===== config.mk =====
export PLATFORM = sky130hd
export DESIGN_NAME = sample_clk_divider
export DESIGN_NICKNAME = d
export VERILOG_FILES = /design/src/rtl/sclkdiv_pkg.sv /design/src/rtl/sclkdiv_edge_sync.sv /design/src/rtl/sclkdiv_resync_ctl.sv /design/src/rtl/sclkdiv_core.sv /design/src/rtl/sample_clk_divider.sv
export SDC_FILE = /design/constraint.sdc
export NUM_CORES = 1
export LEC_CHECK = 0
export ABC_AREA = 0
export BUFFER_PORTS_ARGS = -buffer_cell sky130_fd_sc_hd__buf_2
export CORE_MARGIN = 4
export CORE_UTILIZATION = 58
export CTS_CLUSTER_SIZE = 14
export DETAILED_ROUTE_END_ITERATION = 6
export PLACE_DENSITY = 0.75
export RECOVER_POWER = 50
export SLEW_MARGIN = 30
export SYNTH_ARGS = -nofsm -noshare
export SYNTH_HDL_FRONTEND = slang
export SYNTH_HIERARCHICAL = 1
export SYNTH_SLANG_ARGS = --single-unit

===== constraint.sdc =====
create_clock -name clk -period 3.4 [get_ports clk]
set_input_delay 0.34 -clock clk [delete_from_list [all_inputs] [get_ports clk]]
set_output_delay 0.34 -clock clk [all_outputs]
set_load 0.1 [all_outputs]

===== src/rtl/sclkdiv_pkg.sv =====
package sclkdiv_pkg;
  localparam int IDX_W = 3;
  localparam int CNT_W = 13;

  // log2 of the divisor selected by an index
  function automatic int div_shift(logic [IDX_W-1:0] idx);
    case (idx)
      3'd0:    return 13;
      3'd1:    return 11;
      3'd2:    return 10;
      3'd3:    return 9;
      3'd4:    return 7;
      3'd5:    return 6;
      3'd6:    return 5;
      default: return 4;
    endcase
  endfunction

  // terminal count (divisor - 1)
  function automatic logic [CNT_W-1:0] div_mask(logic [IDX_W-1:0] idx);
    return CNT_W'((1 << div_shift(idx)) - 1);
  endfunction

  // true during the high half of the period
  function automatic logic high_phase(logic [CNT_W-1:0] cnt, logic [IDX_W-1:0] idx);
    return int'(cnt) < (1 << (div_shift(idx) - 1));
  endfunction
endpackage


===== src/rtl/sclkdiv_edge_sync.sv =====
module sclkdiv_edge_sync #(
  parameter int STAGES = 2
) (
  input  logic clk,
  input  logic rst_n,
  input  logic data_in,
  output logic data_edge
);
  localparam int LAST = STAGES;

  logic [LAST:0] chain_q;

  always_ff @(posedge clk) begin
    if (!rst_n) chain_q[0] <= 1'b0;
    else        chain_q[0] <= data_in;
  end

  generate
    for (genvar g = 1; g <= LAST; g++) begin : g_stage
      always_ff @(posedge clk) begin
        if (!rst_n) chain_q[g] <= 1'b0;
        else        chain_q[g] <= chain_q[g-1];
      end
    end
  endgenerate

  assign data_edge = chain_q[LAST] ^ chain_q[LAST-1];
endmodule


===== src/rtl/sclkdiv_resync_ctl.sv =====
module sclkdiv_resync_ctl (
  input  logic clk,
  input  logic rst_n,
  input  logic sync_en,
  input  logic data_edge,
  input  logic sw_trig,
  output logic en_rise,
  output logic resync
);
  logic en_q;

  always_ff @(posedge clk) begin
    if (!rst_n) en_q <= 1'b0;
    else        en_q <= sync_en;
  end

  assign en_rise = sync_en & ~en_q;
  assign resync  = sw_trig | en_rise | (sync_en & data_edge);
endmodule


===== src/rtl/sclkdiv_core.sv =====
module sclkdiv_core
  import sclkdiv_pkg::*;
#(
  parameter logic [IDX_W-1:0] RST_IDX = 3'd6
) (
  input  logic             clk,
  input  logic             rst_n,
  input  logic             resync,
  input  logic [IDX_W-1:0] sel,
  input  logic [CNT_W-1:0] ofs,
  output logic [CNT_W-1:0] cnt,
  output logic [IDX_W-1:0] idx,
  output logic             wrap,
  output logic             sclk
);
  assign wrap = (cnt == div_mask(idx));

  always_ff @(posedge clk) begin
    if (!rst_n) begin
      cnt <= '0;
      idx <= RST_IDX;
    end else if (resync) begin
      cnt <= ofs & div_mask(sel);
      idx <= sel;
    end else if (wrap) begin
      cnt <= '0;
      idx <= sel;
    end else begin
      cnt <= cnt + 1'b1;
    end
  end

  assign sclk = high_phase(cnt, idx);
endmodule


===== src/rtl/sample_clk_divider.sv =====
module sample_clk_divider
  import sclkdiv_pkg::*;
#(
  parameter logic [IDX_W-1:0] RST_IDX     = 3'd6,
  parameter int               SYNC_STAGES = 2
) (
  input  logic             clk,
  input  logic             rst_n,
  input  logic [IDX_W-1:0] div_sel,
  input  logic [CNT_W-1:0] phase_ofs,
  input  logic             sync_en,
  input  logic             data_in,
  input  logic             sw_trig,
  output logic             sclk_out
);
  logic             data_edge_w;
  logic             en_rise_w;
  logic             resync_w;
  logic             wrap_w;
  logic [CNT_W-1:0] cnt_q;
  logic [IDX_W-1:0] idx_q;

  sclkdiv_edge_sync #(.STAGES(SYNC_STAGES)) u_sync (
    .clk(clk), .rst_n(rst_n), .data_in(data_in), .data_edge(data_edge_w)
  );

  sclkdiv_resync_ctl u_ctl (
    .clk(clk), .rst_n(rst_n), .sync_en(sync_en), .data_edge(data_edge_w),
    .sw_trig(sw_trig), .en_rise(en_rise_w), .resync(resync_w)
  );

  sclkdiv_core #(.RST_IDX(RST_IDX)) u_core (
    .clk(clk), .rst_n(rst_n), .resync(resync_w), .sel(div_sel),
    .ofs(phase_ofs), .cnt(cnt_q), .idx(idx_q), .wrap(wrap_w), .sclk(sclk_out)
  );
endmodule


==> metrics.log, run 1 <==
[metrics] setup repair after global routing missed its margin: true
[metrics] minimum setup slack after placement: 0.0587 ns
[metrics] share of layout cells above drive strength 1: 33.3%
[metrics] DR WL/cell: 15.1 microns
[metrics] M1 GR Usage: 28.4%
[metrics] global-route total usage across every layer: 21.9%
[metrics] buffers and inverters on the worst path: 1
[metrics] Pwr Density: 338 nW/um^2
[metrics] max-cap viol count: 0
[metrics] number of nets in the final layout: 282
[metrics] number of buffers inserted by port buffering: 21
[metrics] part of the total power dissipated in sequential elements: 34.8%
[metrics] routability cong.: 0.858
[metrics] total I/O pin count: 22
[metrics] number of warnings issued by yosys: 6
[metrics] largest voltage drop on the vdd net: 350 uV
[metrics] Residual DRC: 0
[metrics] gate count after technology mapping: 220
[metrics] Area Overhead vs Synth: 21.6%
[metrics] length of the first detailed-routing pass in iterations: 4
[metrics] chain of cells forming the critical path: nor2_4 > xor2_4 > ha_4 > nor3_4 > nand2_1 > ha_1 > nand4_1 > or3_4 > a31oi_4 > o221ai_4 > buf_12
[metrics] Clk Tree Root Cell: sky130_fd_sc_hd__clkbuf_4
[metrics] wire length of the first global-routing pass: 7270 microns
[metrics] later-pin clock latency in the skew report: 0.30 ns
[metrics] maximum number of pins on one net before global-route repair: 16
[metrics] crit start category: register
[metrics] combinational power share: 46.8%
[metrics] slew of the pin with the lowest slew margin: 0.544 ns
[metrics] highest-count cells in the layout ignoring fill and taps: sky130_fd_sc_hd__nand2_1 (25), sky130_fd_sc_hd__buf_2 (19), sky130_fd_sc_hd__dfxtp_1 (17)
[metrics] height of the die: 64.3 microns
[metrics] cell type group with the largest total delay on the critical path: simple AND/OR/NAND/NOR gates
[metrics] diode insertion count for antenna repair: 0
[metrics] horizontal die dimension: 64.3 microns
[metrics] row count: 20
[metrics] vias after detailed routing: 1604
[metrics] number of buffers inserted during clock tree synthesis: 3
[metrics] total negative slack: -0.00438 ns
[metrics] number of clock sinks: 20
[metrics] initial drt markers: 72
[metrics] mapped cell area: 1840 sq um
[metrics] number of slew-limit violations in the final report: 0
[metrics] Switch Pwr: 284 uW
[metrics] leakage dissipation: 0.000880 uW
[metrics] worst stage delay on the critical path: 0.40 ns
[metrics] Critical-path top delay cell: sky130_fd_sc_hd__or3_4
[metrics] number of hold violations in the final report: 0
[metrics] number of antenna violations at the first check in global routing: 0
[metrics] remaining max-slew budget at the tightest pin: 63.6%
[metrics] R2R Setup Slk: 0.18 ns
[metrics] CTS tree: done
[metrics] global-route track usage on met2: 37.9%
[metrics] minimum period implied by the final worst setup slack: 3.40 ns
[metrics] violated checks: setup timing
[metrics] Worst Path Required: 3.06 ns
[metrics] arrival time of data at the critical path endpoint: 3.06 ns
[metrics] achievable clock frequency: 0.294 GHz
[metrics] number of setup violations in the final report: 1
[metrics] Period Utilization, post-route: 100%
[metrics] clock transition at the registers of the reported paths: 0.11 ns
[metrics] Post-Route WL: 4300 microns
[metrics] global routing usage on met3: 4.75%
[metrics] post-route worst setup slack: -0.00438 ns
[metrics] gr busiest metal: met2
[metrics] classification of the worst setup path: reg -> out
[metrics] final core utilization: 73.2%
[metrics] full die area: 4130 sq um
[metrics] Critical Path End Type: output pin
[metrics] synthesized area divided by synthesized cell count: 8.35 sq um
[metrics] average vias per placed instance: 5.65
[metrics] dpl hpwl: 3110 microns
[metrics] Min-Delay Path Class: in -> reg
[metrics] net switching fraction of the power: 37.6%
[metrics] internal portion of total power: 471 uW
[metrics] Initial Utilization: 60.2%
[metrics] most common cell after layout, fill and taps aside: sky130_fd_sc_hd__nand2_1
[metrics] clock network fraction of total power: 18.4%
[metrics] level count of the clock H-tree: 1
[metrics] status: finished with violations
[metrics] vias in the first global route: 1600
[metrics] worst setup skew after layout: 0.00373 ns
[metrics] count of hold buffers inserted by post-cts repair: 0
[metrics] total overflow reported by the global router: 0
[metrics] Max FO, Critical Path: 5
[metrics] count of nets left with antenna violations after detail routing: 0
[metrics] CTS max path bufs: 2
[metrics] standard cell core area: 3050 sq um
[state kept, by name (all words and copies together) (netlist names)]
name / count
u_core/cnt: 13
u_core/idx: 3
u_ctl/en_q: 1
u_sync/chain_q: 3
[worst min-delay path: cells and delay by family]
| kind | cells | cell delay, ns |
|---|---|---|
| buf+inv | 1 | 0.07 |
| simple gates | 1 | 0.04 |
| compound gates | 1 | 0.05 |
[routing by layer]
layer,share of wire [%],vias to the layer above
met5,0,-
li1,-,817
met2,49,34
met3,4.6,2
met1,46,751
met4,0.21,0
[final timing paths]
path	start	to	cells after the start
worst max-delay path	u_core/idx[2]	sclk_out	11
worst min-delay path	phase_ofs[8]	u_core/cnt[8]	3
worst max register to register	u_core/idx[2]	u_core/cnt[1]	12
worst min register to register	u_sync/chain_q[0]	u_sync/chain_q[1]	1
[per-stage QoR]
stage	instance area [sq um]	total power, uW	hold WS [ns]	cells
2_1_floorplan	1890	487	0.406	221
3_3_place_gp	1980	546	0.410	276
3_5_place_dp	1980	549	0.421	276
4_1_cts	2200	733	0.222	283
5_1_grt	2230	797	0.232	284
6_report	2230	755	0.230	284
[power by group through the flow]
stage / clock network, uW / registers, uW / logic, uW
5_1_grt: 152 / 265 / 380
3_5_place_dp: 0 / 266 / 283
2_1_floorplan: 0 / 258 / 229
6_report: 139 / 263 / 353
4_1_cts: 143 / 263 / 328
3_3_place_gp: 0 / 266 / 281
[what timing repair did]
action	CTS	global route
setup endpoints to repair	1	1
setup buffers	3	1
endpoints found under the hold margin	0	0
pin swaps	14	12
resized for setup	29	9
gates cloned	0	0
[final cells by class]
type,instances,area [sq um]
fill,242,818
tap,44,55.1
multi-input combinational,179,1520
clock buffer,4,36.3
timing repair buffer,30,186
inverter,7,26.3
sequential,20,409
Note: power is estimated with default switching activity, not from simulation.
==> run 2: changes to the inputs <==
- PLACE_DENSITY: 0.75 -> 0.79
==> metrics.log, run 2 (synthesized netlist as in run 1, its figures left out) <==
[metrics] Pwr Density: 355 nW/um^2 (was 338 nW/um^2)
[metrics] number of slew-limit violations in the final report: 0 (unchanged)
[metrics] cells on worst reg2reg path: 11 (was 12)
[metrics] horizontal die dimension: 64.3 microns (unchanged)
[metrics] average vias per placed instance: 5.94 (was 5.65)
[metrics] number of buffers inserted by port buffering: 21 (unchanged)
[metrics] total I/O pin count: 22 (unchanged)
[metrics] Period Utilization, post-route: 102% (was 100%)
[metrics] count of hold buffers inserted by post-cts repair: 0 (unchanged)
[metrics] number of hold violations in the final report: 0 (unchanged)
[metrics] post-place instance area: 1980 sq um (unchanged)
[metrics] flip-flop count of the largest register after layout: 13 (unchanged)
[metrics] final core utilization: 75.6% (was 73.2%)
[metrics] clock transition at the registers of the reported paths: 0.12 ns (was 0.11 ns)
[metrics] CTS max path bufs: 2 (unchanged)
[metrics] achievable clock frequency: 0.288 GHz (was 0.294 GHz)
[metrics] global-route total usage across every layer: 21.6% (was 21.9%)
[metrics] highest-count cells in the layout ignoring fill and taps: sky130_fd_sc_hd__nand2_1 (24), sky130_fd_sc_hd__buf_2 (19), sky130_fd_sc_hd__dfxtp_1 (17) (was sky130_fd_sc_hd__nand2_1 (25), sky130_fd_sc_hd__buf_2 (19), sky130_fd_sc_hd__dfxtp_1 (17))
[metrics] start point of the worst hold path: data_in (was phase_ofs[8])
[metrics] Area Overhead vs Synth: 25.6% (was 21.6%)
[metrics] Crit. path cell count: 11 (unchanged)
[metrics] violated checks: setup timing (unchanged)
[metrics] Critical-path top delay cell: sky130_fd_sc_hd__dfxtp_4 (was sky130_fd_sc_hd__or3_4)
[metrics] post-route worst setup slack: -0.0702 ns (was -0.00438 ns)
[metrics] count of nets left with antenna violations after detail routing: 0 (unchanged)
[metrics] vias after detailed routing: 1704 (was 1604)
[metrics] startpoint of the lowest-slack register-to-register path: u_core/idx[2] (unchanged)
[metrics] Residual DRC: 0 (unchanged)
[metrics] arrival time of data at the critical path endpoint: 3.13 ns (was 3.06 ns)
[metrics] CTS tree: done (unchanged)
[metrics] dpl hpwl: 3060 microns (was 3110 microns)
[metrics] height of the die: 64.3 microns (unchanged)
[metrics] cell type with the highest occurrence count on the critical path: sky130_fd_sc_hd__ha_4
[metrics] Post-Route WL: 4590 microns (was 4300 microns)
[metrics] number of setup violations in the final report: 1 (unchanged)
[metrics] number of cells on the worst hold path: 2 (was 3)
[metrics] Max FO, Critical Path: 5 (unchanged)
[metrics] standard cell core area: 3050 sq um (unchanged)
[metrics] diode insertion count for antenna repair: 0 (unchanged)
[metrics] classification of the worst setup path: reg -> out (unchanged)
[metrics] maximum number of pins on one net before global-route repair: 15 (was 16)
[metrics] Clk Tree Root Cell: sky130_fd_sc_hd__clkbuf_4 (unchanged)
[metrics] routability cong.: 0.849 (was 0.858)
[metrics] Worst Path Required: 3.06 ns (about the same)
[metrics] share of layout cells above drive strength 1: 34.6% (was 33.3%)
[metrics] DR WL/cell: 16.0 microns (was 15.1 microns)
[metrics] Initial Utilization: 60.2% (unchanged)
[metrics] vias in the first global route: 1574 (was 1600)
[metrics] worst setup path startpoint: u_core/idx[2] (unchanged)
[metrics] wire length of the first global-routing pass: 7260 microns (was 7270 microns)
[metrics] worst stage delay on the critical path: 0.39 ns (was 0.40 ns)
[metrics] largest registers: u_core/cnt (13), u_core/idx (3), u_sync/chain_q (3) (unchanged)
[metrics] crit start category: register (unchanged)
[metrics] length of the first detailed-routing pass in iterations: 6 (was 4)
[metrics] setup repair after global routing missed its margin: true (unchanged)
[metrics] chain of cells forming the critical path: nor2_4 > xor2_4 > ha_4 > nor3_4 > nand2_1 > ha_4 > nand4_1 > or3_1 > a31oi_2 > o221ai_4 > buf_12 (was nor2_4 > xor2_4 > ha_4 > nor3_4 > nand2_1 > ha_1 > nand4_1 > or3_4 > a31oi_4 > o221ai_4 > buf_12)
[metrics] buffers and inverters on the worst path: 1 (unchanged)
[metrics] number of buffers inserted during clock tree synthesis: 3 (unchanged)
[metrics] level count of the clock H-tree: 1 (unchanged)
[metrics] largest voltage drop on the vdd net: 437 uV (was 350 uV)
[metrics] area of all placed cells without fillers: 2310 sq um (was 2230 sq um)
[metrics] total negative slack: -0.0702 ns (was -0.00438 ns)
[metrics] worst-case hold slack: 0.222 ns (was 0.230 ns)
[metrics] Min-Delay Path Class: in -> reg (unchanged)
[metrics] total overflow reported by the global router: 0 (unchanged)
[metrics] number of nets in the final layout: 285 (was 282)
[metrics] Critical Path End Type: output pin (unchanged)
[metrics] most common cell after layout, fill and taps aside: sky130_fd_sc_hd__nand2_1 (unchanged)
[metrics] remaining max-slew budget at the tightest pin: 61.7% (was 63.6%)
[metrics] full die area: 4130 sq um (unchanged)
[metrics] worst setup skew after layout: 0.0113 ns (was 0.00373 ns)
[metrics] number of antenna violations at the first check in global routing: 0 (unchanged)
[metrics] status: finished with violations (unchanged)
[metrics] row count: 20 (unchanged)
[metrics] initial drt markers: 144 (was 72)
[metrics] later-pin clock latency in the skew report: 0.31 ns (was 0.30 ns)
[metrics] max-cap viol count: 0 (unchanged)
[metrics] most flop-heavy register: u_core/cnt (unchanged)
[metrics] number of clock sinks: 20 (unchanged)
[metrics] minimum period implied by the final worst setup slack: 3.47 ns (was 3.40 ns)
[metrics] slew of the pin with the lowest slew margin: 0.574 ns (was 0.544 ns)
[metrics] leakage dissipation: 0.000917 uW (was 0.000880 uW)
[metrics] cell type group with the largest total delay on the critical path: simple AND/OR/NAND/NOR gates (unchanged)
run 2: routing by layer:
layer / part of all wire [%] / track usage, % / routed length (microns) / vias up
met1: 44 / 28.9 / 2040 / 796
met2: 48 / 36.6 / 2210 / 71
met3: 6.0 / 3.51 / 274 / 9
met5: 0 / 0 / 0 / -
met4: 1.3 / 3.96 / 59 / 0
li1: - / - / - / 828
run 2: repair_timing:
action	in CTS	in global routing
resized for setup	11	25
pin swaps	7	16
setup endpoints to repair	1	1
buffers inserted	2	5
run 2: layout make-up:
type	instances	area, sq um
Multi-Input combinational cell	179	1540
Fill cell	219	744
Sequential cell	20	409
Timing Repair Buffer	33	221
Tap cell	44	55.1
Clock inverter	1	30.0
Inverter	7	26.3
Clock buffer	3	22.5
run 2: final timing paths:
check / endpoint / slack (ns)
worst max-delay path: sclk_out / -0.07
worst min-delay path: u_sync/chain_q[0] / 0.22
worst max register to register: u_core/cnt[1] / 0.30
worst min register to register: u_sync/chain_q[1] / 0.45
run 2: power breakdown:
| part | internal [uW] | switching, uW |
|---|---|---|
| Clock | 119 | 76.4 |
| Combinational | 165 | 196 |
| Sequential | 245 | 17.2 |
| Total | 530 | 290 |
run 2: metrics by stage:
stage	power, uW	worst slack (ns)	std cells
6_report	820	-0.0702	287
3_3_place_gp	546	0.203	276
4_1_cts	762	-0.0391	282
3_5_place_dp	549	0.0745	276
2_1_floorplan	487	0.000794	221
5_1_grt	863	-0.187	287
